**src/rtl/busrec_pkg.sv**
```systemverilog
package busrec_pkg;

    typedef enum logic [2:0] {
        RS_IDLE   = 3'd0,
        RS_SETTLE = 3'd1,
        RS_CHECK  = 3'd2,
        RS_LOW    = 3'd3,
        RS_RISE   = 3'd4,
        RS_HIGH   = 3'd5,
        RS_FIN    = 3'd6
    } rec_state_e;

    typedef enum logic [1:0] {
        REC_OK        = 2'd0,
        REC_SCL_HELD  = 2'd1,
        REC_SDA_HELD  = 2'd2,
        REC_STRETCH   = 2'd3
    } rec_status_e;

    // End-of-run record carried from the controller to the result register
    typedef struct packed {
        logic        valid;
        rec_status_e code;
    } rec_result_t;

    function automatic int unsigned max3(input int unsigned a,
                                         input int unsigned b,
                                         input int unsigned c);
        int unsigned m;
        m = (a > b) ? a : b;
        return (m > c) ? m : c;
    endfunction

endpackage

```
**src/rtl/busrec_timer.sv**
```systemverilog
module busrec_timer #(
    parameter int TMR_W = 5
) (
    input  logic             clk,
    input  logic             rst,
    input  logic             tick_i,
    input  logic             load_i,
    input  logic [TMR_W-1:0] load_val_i,
    output logic             expired_o
);
    logic [TMR_W-1:0] cnt_q;

    // load_val_i is the tick count minus one; expiry lands on the last tick
    always_ff @(posedge clk) begin
        if (rst) begin
            cnt_q <= '0;
        end else if (load_i) begin
            cnt_q <= load_val_i;
        end else if (tick_i && cnt_q != '0) begin
            cnt_q <= cnt_q - 1'b1;
        end
    end

    assign expired_o = tick_i && (cnt_q == '0);
endmodule

```
**src/rtl/busrec_pulse_ctr.sv**
```systemverilog
module busrec_pulse_ctr #(
    parameter int MAX_PULSES = 9,
    parameter int CNT_W      = 4
) (
    input  logic             clk,
    input  logic             rst,
    input  logic             clr_i,
    input  logic             inc_i,
    output logic [CNT_W-1:0] count_o,
    output logic             at_max_o
);
    localparam logic [CNT_W-1:0] CAP = CNT_W'(MAX_PULSES);

    logic [CNT_W-1:0] cnt_q;

    always_ff @(posedge clk) begin
        if (rst || clr_i) begin
            cnt_q <= '0;
        end else if (inc_i && cnt_q != CAP) begin
            cnt_q <= cnt_q + 1'b1;
        end
    end

    assign count_o  = cnt_q;
    assign at_max_o = (cnt_q == CAP);
endmodule

```
**src/rtl/busrec_ctrl.sv**
```systemverilog
module busrec_ctrl
    import busrec_pkg::*;
#(
    parameter int HALF_TICKS    = 4,
    parameter int SETTLE_TICKS  = 2,
    parameter int STRETCH_TICKS = 16,
    parameter int TMR_W         = 5
) (
    input  logic             clk,
    input  logic             rst,
    input  logic             start_i,
    input  logic             scl_i,
    input  logic             sda_i,
    input  logic             tmr_expired_i,
    input  logic             at_max_i,
    output rec_state_e       state_o,
    output logic             tmr_load_o,
    output logic [TMR_W-1:0] tmr_val_o,
    output logic             cnt_clr_o,
    output logic             cnt_inc_o,
    output rec_result_t      result_o
);
    localparam logic [TMR_W-1:0] SETTLE_LD  = TMR_W'(SETTLE_TICKS - 1);
    localparam logic [TMR_W-1:0] HALF_LD    = TMR_W'(HALF_TICKS - 1);
    localparam logic [TMR_W-1:0] STRETCH_LD = TMR_W'(STRETCH_TICKS - 1);

    rec_state_e state_q, state_d;

    always_ff @(posedge clk) begin
        if (rst) state_q <= RS_IDLE;
        else     state_q <= state_d;
    end

    always_comb begin
        state_d         = state_q;
        tmr_load_o      = 1'b0;
        tmr_val_o       = '0;
        cnt_clr_o       = 1'b0;
        cnt_inc_o       = 1'b0;
        result_o.valid  = 1'b0;
        result_o.code   = REC_OK;
        unique case (state_q)
            RS_IDLE: begin
                if (start_i) begin
                    state_d    = RS_SETTLE;
                    tmr_load_o = 1'b1;
                    tmr_val_o  = SETTLE_LD;
                    cnt_clr_o  = 1'b1;
                end
            end
            RS_SETTLE: begin
                if (tmr_expired_i) begin
                    if (!scl_i) begin
                        state_d        = RS_FIN;
                        result_o.valid = 1'b1;
                        result_o.code  = REC_SCL_HELD;
                    end else begin
                        state_d = RS_CHECK;
                    end
                end
            end
            RS_CHECK: begin
                if (sda_i) begin
                    state_d        = RS_FIN;
                    result_o.valid = 1'b1;
                    result_o.code  = REC_OK;
                end else if (at_max_i) begin
                    state_d        = RS_FIN;
                    result_o.valid = 1'b1;
                    result_o.code  = REC_SDA_HELD;
                end else begin
                    state_d    = RS_LOW;
                    tmr_load_o = 1'b1;
                    tmr_val_o  = HALF_LD;
                    cnt_inc_o  = 1'b1;
                end
            end
            RS_LOW: begin
                if (tmr_expired_i) begin
                    state_d    = RS_RISE;
                    tmr_load_o = 1'b1;
                    tmr_val_o  = STRETCH_LD;
                end
            end
            RS_RISE: begin
                if (scl_i) begin
                    state_d    = RS_HIGH;
                    tmr_load_o = 1'b1;
                    tmr_val_o  = HALF_LD;
                end else if (tmr_expired_i) begin
                    state_d        = RS_FIN;
                    result_o.valid = 1'b1;
                    result_o.code  = REC_STRETCH;
                end
            end
            RS_HIGH: begin
                if (tmr_expired_i) state_d = RS_CHECK;
            end
            RS_FIN: begin
                state_d = RS_IDLE;
            end
            default: state_d = RS_IDLE;
        endcase
    end

    assign state_o = state_q;
endmodule

```
**src/rtl/i2c_bus_recover.sv**
```systemverilog
module i2c_bus_recover
    import busrec_pkg::*;
#(
    parameter int MAX_PULSES    = 9,
    parameter int HALF_TICKS    = 4,
    parameter int SETTLE_TICKS  = 2,
    parameter int STRETCH_TICKS = 16,
    localparam int CNT_W = $clog2(MAX_PULSES + 1),
    localparam int TMR_W = $clog2(max3(HALF_TICKS, SETTLE_TICKS, STRETCH_TICKS) + 1)
) (
    input  logic             clk,
    input  logic             rst,
    input  logic             tick_i,
    input  logic             start_i,
    input  logic             scl_i,
    input  logic             sda_i,
    output logic             scl_oe_o,
    output logic             sda_oe_o,
    output logic             busy_o,
    output logic             done_o,
    output logic [1:0]       status_o,
    output logic [CNT_W-1:0] pulses_o
);
    rec_state_e       state;
    logic             tmr_load, tmr_expired;
    logic [TMR_W-1:0] tmr_val;
    logic             cnt_clr, cnt_inc, at_max;
    logic [CNT_W-1:0] count;
    rec_result_t      result;
    rec_status_e      status_q;
    logic [CNT_W-1:0] pulses_q;

    busrec_ctrl #(
        .HALF_TICKS   (HALF_TICKS),
        .SETTLE_TICKS (SETTLE_TICKS),
        .STRETCH_TICKS(STRETCH_TICKS),
        .TMR_W        (TMR_W)
    ) u_ctrl (
        .clk          (clk),
        .rst          (rst),
        .start_i      (start_i),
        .scl_i        (scl_i),
        .sda_i        (sda_i),
        .tmr_expired_i(tmr_expired),
        .at_max_i     (at_max),
        .state_o      (state),
        .tmr_load_o   (tmr_load),
        .tmr_val_o    (tmr_val),
        .cnt_clr_o    (cnt_clr),
        .cnt_inc_o    (cnt_inc),
        .result_o     (result)
    );

    busrec_timer #(.TMR_W(TMR_W)) u_timer (
        .clk       (clk),
        .rst       (rst),
        .tick_i    (tick_i),
        .load_i    (tmr_load),
        .load_val_i(tmr_val),
        .expired_o (tmr_expired)
    );

    busrec_pulse_ctr #(.MAX_PULSES(MAX_PULSES), .CNT_W(CNT_W)) u_pulses (
        .clk     (clk),
        .rst     (rst),
        .clr_i   (cnt_clr),
        .inc_i   (cnt_inc),
        .count_o (count),
        .at_max_o(at_max)
    );

    // Result register: captured on the way into the final state
    always_ff @(posedge clk) begin
        if (rst) begin
            status_q <= REC_OK;
            pulses_q <= '0;
        end else if (result.valid) begin
            status_q <= result.code;
            pulses_q <= count;
        end
    end

    assign scl_oe_o = (state == RS_LOW);
    assign sda_oe_o = 1'b0;
    assign busy_o   = (state != RS_IDLE);
    assign done_o   = (state == RS_FIN);
    assign status_o = status_q;
    assign pulses_o = pulses_q;
endmodule

```
**config.mk**
```make
export PLATFORM = sky130hd
export DESIGN_NAME = i2c_bus_recover
export DESIGN_NICKNAME = d
export VERILOG_FILES = /design/src/rtl/busrec_pkg.sv /design/src/rtl/busrec_timer.sv /design/src/rtl/busrec_pulse_ctr.sv /design/src/rtl/busrec_ctrl.sv /design/src/rtl/i2c_bus_recover.sv
export SDC_FILE = /design/constraint.sdc
export NUM_CORES = 1
export LEC_CHECK = 0
export ABC_CLOCK_PERIOD_IN_PS = 2900
export CORE_MARGIN = 4
export CORE_UTILIZATION = 50
export DETAILED_ROUTE_END_ITERATION = 7
export PLACE_DENSITY = 0.86
export SLEW_MARGIN = 5
export SYNTH_ARGS = -nofsm -noshare
export SYNTH_HDL_FRONTEND = slang
export SYNTH_SLANG_ARGS = --single-unit
```
**constraint.sdc**
```tcl
create_clock -name clk -period 2.9 [get_ports clk]
set_input_delay 0.87 -clock clk [delete_from_list [all_inputs] [get_ports clk]]
set_output_delay 0.87 -clock clk [all_outputs]
set_load 0.03 [all_outputs]
```
==> results of run 1 <==
Yosys cell counts (2+ instances only):
cell	n	area, um2
nand2b_1	2	12.5
nor2b_1	3	18.8
dfxtp_1	18	360
clkbuf_1	5	18.8
a31oi_1	2	12.5
nor4bb_1	2	20.0
ha_1	3	37.5
or3_1	5	31.3
o211ai_1	4	30.0
xnor2_1	3	26.3
nand2_1	14	52.6
nor3_1	5	25.0
nand3b_1	2	15.0
a21oi_1	9	45.0
nand4_1	2	12.5
nor4b_1	2	17.5
nor2_1	7	26.3
or2_2	2	12.5
nand3_1	3	15.0
inv_1	11	41.3
mux2i_1	5	50.1
a32o_1	2	20.0
metrics by stage:
step	util	setup WS, ns	hold WS, ns	power, mW
4_1_cts	0.633	0.142	0.473	0.881
3_3_place_gp	0.615	0.226	0.447	0.711
5_1_grt	0.633	0.0328	0.501	0.941
3_5_place_dp	0.615	0.183	0.458	0.727
2_1_floorplan	-	0.782	0.464	0.633
6_report	0.633	0.132	0.471	0.881
cell type report:
cell class	instances	area (um2)	share of cell area
inverters	11	41.3	0.0326
repair buffers	17	163	0.128
multi-input cells	95	633	0.500
flip-flops and latches	18	360	0.284
well taps	27	33.8	0.0267
clock buffers	4	36.3	0.0286
critical path, delay by kind of cell (launching register included):
kind                   cells  cell delay [ns]
AND/OR/NAND/NOR            1             0.21
flip-flops                 1             0.64
buffers and inverters      2             0.76
how the worst min path moves through the flow:
stage                          start                to  slack [ns]  depth (start not counted)
finish                   pulses_o[1]       pulses_o[1]        0.47                          2
global route             pulses_o[2]       pulses_o[2]        0.50                          2
CTS                      pulses_o[1]       pulses_o[1]        0.47                          2
detailed placement       pulses_o[0]       pulses_o[0]        0.46                          2
global placement         pulses_o[1]       pulses_o[1]        0.45                          2
floorplan           u_timer.cnt_q[4]  u_timer.cnt_q[4]        0.46                          2
power by group through the flow:
stage | logic, mW | clock network (mW) | registers [mW]
after detailed placement | 0.398 | 0 | 0.329
final | 0.401 | 0.156 | 0.324
after global routing | 0.443 | 0.167 | 0.331
after CTS | 0.401 | 0.156 | 0.324
after floorplan | 0.312 | 0 | 0.321
after global placement | 0.384 | 0 | 0.327
state kept, by name, summed over array words and instances, names as in the netlist:
name              count
pulses_o              4
u_timer.cnt_q         5
status_o              2
u_pulses.count_o      4
u_ctrl.state_o        3
logic make-up (layout without fill, tap and decap cells):
family,count (synthesis),count (layout)
compound gates,27,27
mux,6,6
simple gates,55,55
flops,18,18
buf+inv,18,32
xor+xnor,3,3
other cells,1,1
fa+ha+maj,3,3
metal layers:
metal,wire length [um],vias up
met5,0,-
met4,27,0
li1,-,500
met2,1030,39
met3,146,4
met1,1100,462
==> flow_summary_export.csv, run 1 <==
group,metric,value,unit
run_status,status,"finished, final reports clean",
hold_path,min-delay-path-class,"flop to flop",
pwr,swShare,0.386,
synth,synth_compound_area_frac,0.177,
global_route,grtUsageMet2,0.297,
synth,ys.flop_type,"dfxtp_1",
routing,ant_nets,0,
sta,finalHoldViolCount,0,
placement,place_area,0.00123,mm2
final_layout,drive_gt1_frac,0.0897,
final_layout,mostFrequentLayoutCell,"dfxtp_1",
worst_setup_path,path_max_fanout,14,
clocking,clock_path_buffers,2,
sta,final-setup-viol-count,0,
sta,fin_crit,2.77,ns
final_layout,num-fill-cells,176,
global_route,busiest_layer,"met2",
global_route,grt_max_degree,15,
routing,wirelength,2300,um
synth,syn_area_per_cell,8.19,um2
worst_setup_path,r2r_start,"u_timer.cnt_q[0]",
synth,synthArstFlopShare,0,
worst_setup_path,critical_path_arrival,1.90,ns
routing,drc,0,
routing,via_per_inst,5.84,
floorplanning,ios,16,
sta,worst_slew_pin_slew,0.590,ns
placement,gp_congestion,0.910,
routing,first_iter_violations,35,
pwr,p_seq_frac,0.368,
synth,yosys.area_share.xor_xnor,0.0245,
synth,synthMuxAreaShare,0.0572,
clocking,ctsHoldBuffers,0,
clocking,htree_num_levels,1,
worst_setup_path,crit_start,"u_ctrl.state_o[0]",
sta,max_slew_margin,0.604,
clocking,cts_setup_buffers,0,
synth,ys_warn_count,0,
worst_setup_path,max_stage_delay,0.67,ns
pwr,p_sw,340,uW
floorplanning,initial_core_util,0.536,
synth,synth_nets,140,
routing,num_vias,1005,
clocking,cts_tree,"done",
worst_setup_path,cp-end-kind,"output pin",
global_route,antenna_found_initial,0,
sta,rsz0062_at_grt,"no",
worst_setup_path,cp-start-kind,"flop",
sta,finClkSkew,0.00329,ns
synth,synthSimpleGateAreaFrac,0.293,
synth,synth_edf_count,0,
clocking,post_cts_resized,0,
worst_setup_path,required,2.03,ns
pwr,p_clk_frac,0.177,
final_layout,final_cell_mix,"dfxtp_1 (18), nand2_1 (14), clkdlybuf4s50_1 (14)",
clocking,cts_buffers,3,
global_route,met1_usage,0.235,
worst_setup_path,crit_path_end,"scl_oe_o",
floorplanning,coreArea,0.00200,mm2
floorplanning,rows,16,
sta,slew_violations,0,
final_layout,syn_to_final_growth,18.2,%
final_layout,final_area,0.00127,mm2
floorplanning,fp.dieH,54.3,um
worst_setup_path,rr_endpoint,"status_o[1]",
global_route,use_met3,0.0163,
synth,yosysSeqAreaShare,0.336,
pwr,leakagePower,0.485,nW
worst_setup_path,crit_slowest_cell,"clkdlybuf4s50_1",
clocking,cts.sinks,18,
synth,netlist_instances,131,
synth,synth_area,0.00107,mm2
global_route,first_global_vias,894,
pwr,p_int,541,uW
sta,finalSetupTns,0,ns
final_layout,stdcell_count,172,
floorplanning,dieArea,0.00295,mm2
worst_setup_path,r2r_setup_slack,0.82,ns
routing,drtPass1Iterations,4,
synth,ys_types,42,
job,cap_violations,0,
synth,synthAdderAreaFrac,0.0350,
placement,place_hpwl,1730,um
global_route,overflow,0,
worst_setup_path,r2r_cells,6,
sta,max_freq,0.361,GHz
clocking,cts.clk_slew.worst_paths,0.11,ns
sta,final.period_utilization,0.954,
clocking,clk_latency,0.29,ns
worst_setup_path,crit_chain,"nand3b_1 > inv_1 > clkdlybuf4s50_1",
synth,ys_ff_latch,18,
pwr,p_per_area,695,mW/mm2
floorplanning,die_w,54.3,um
routing,wl_per_cell,13.4,um
pwr,peakVddDrop,409,uV
final_layout,n_antenna_cell,0,
placement,place_inst,168,
worst_setup_path,crit_type,"flop to output pin",
pwr,combPwrFrac,0.455,
final_layout,nNetsFinal,155,
global_route,grtUsageTotal,0.179,
clocking,clock-root-buffer,"clkbuf_4",
synth,synth_top_family_by_area,"simple AND/OR/NAND/NOR gates",
global_route,grt_pass1_wl,3930,um
placement,io_buffers,14,
(Power assumes the default switching activity.)
==> run 2, diff against run 1 <==
ABC_CLOCK_PERIOD_IN_PS = not set   (was 2900)
CAP_MARGIN = 0   (was not set)
==> results of run 2 <==
Same layout as run 1: the final DEF is identical, and so are final timing and power.
==> run 3, diff against run 2 <==
CAP_MARGIN = not set   (was 0)
==> results of run 3 <==
Same layout as run 1: the final DEF is identical, and so are final timing and power.
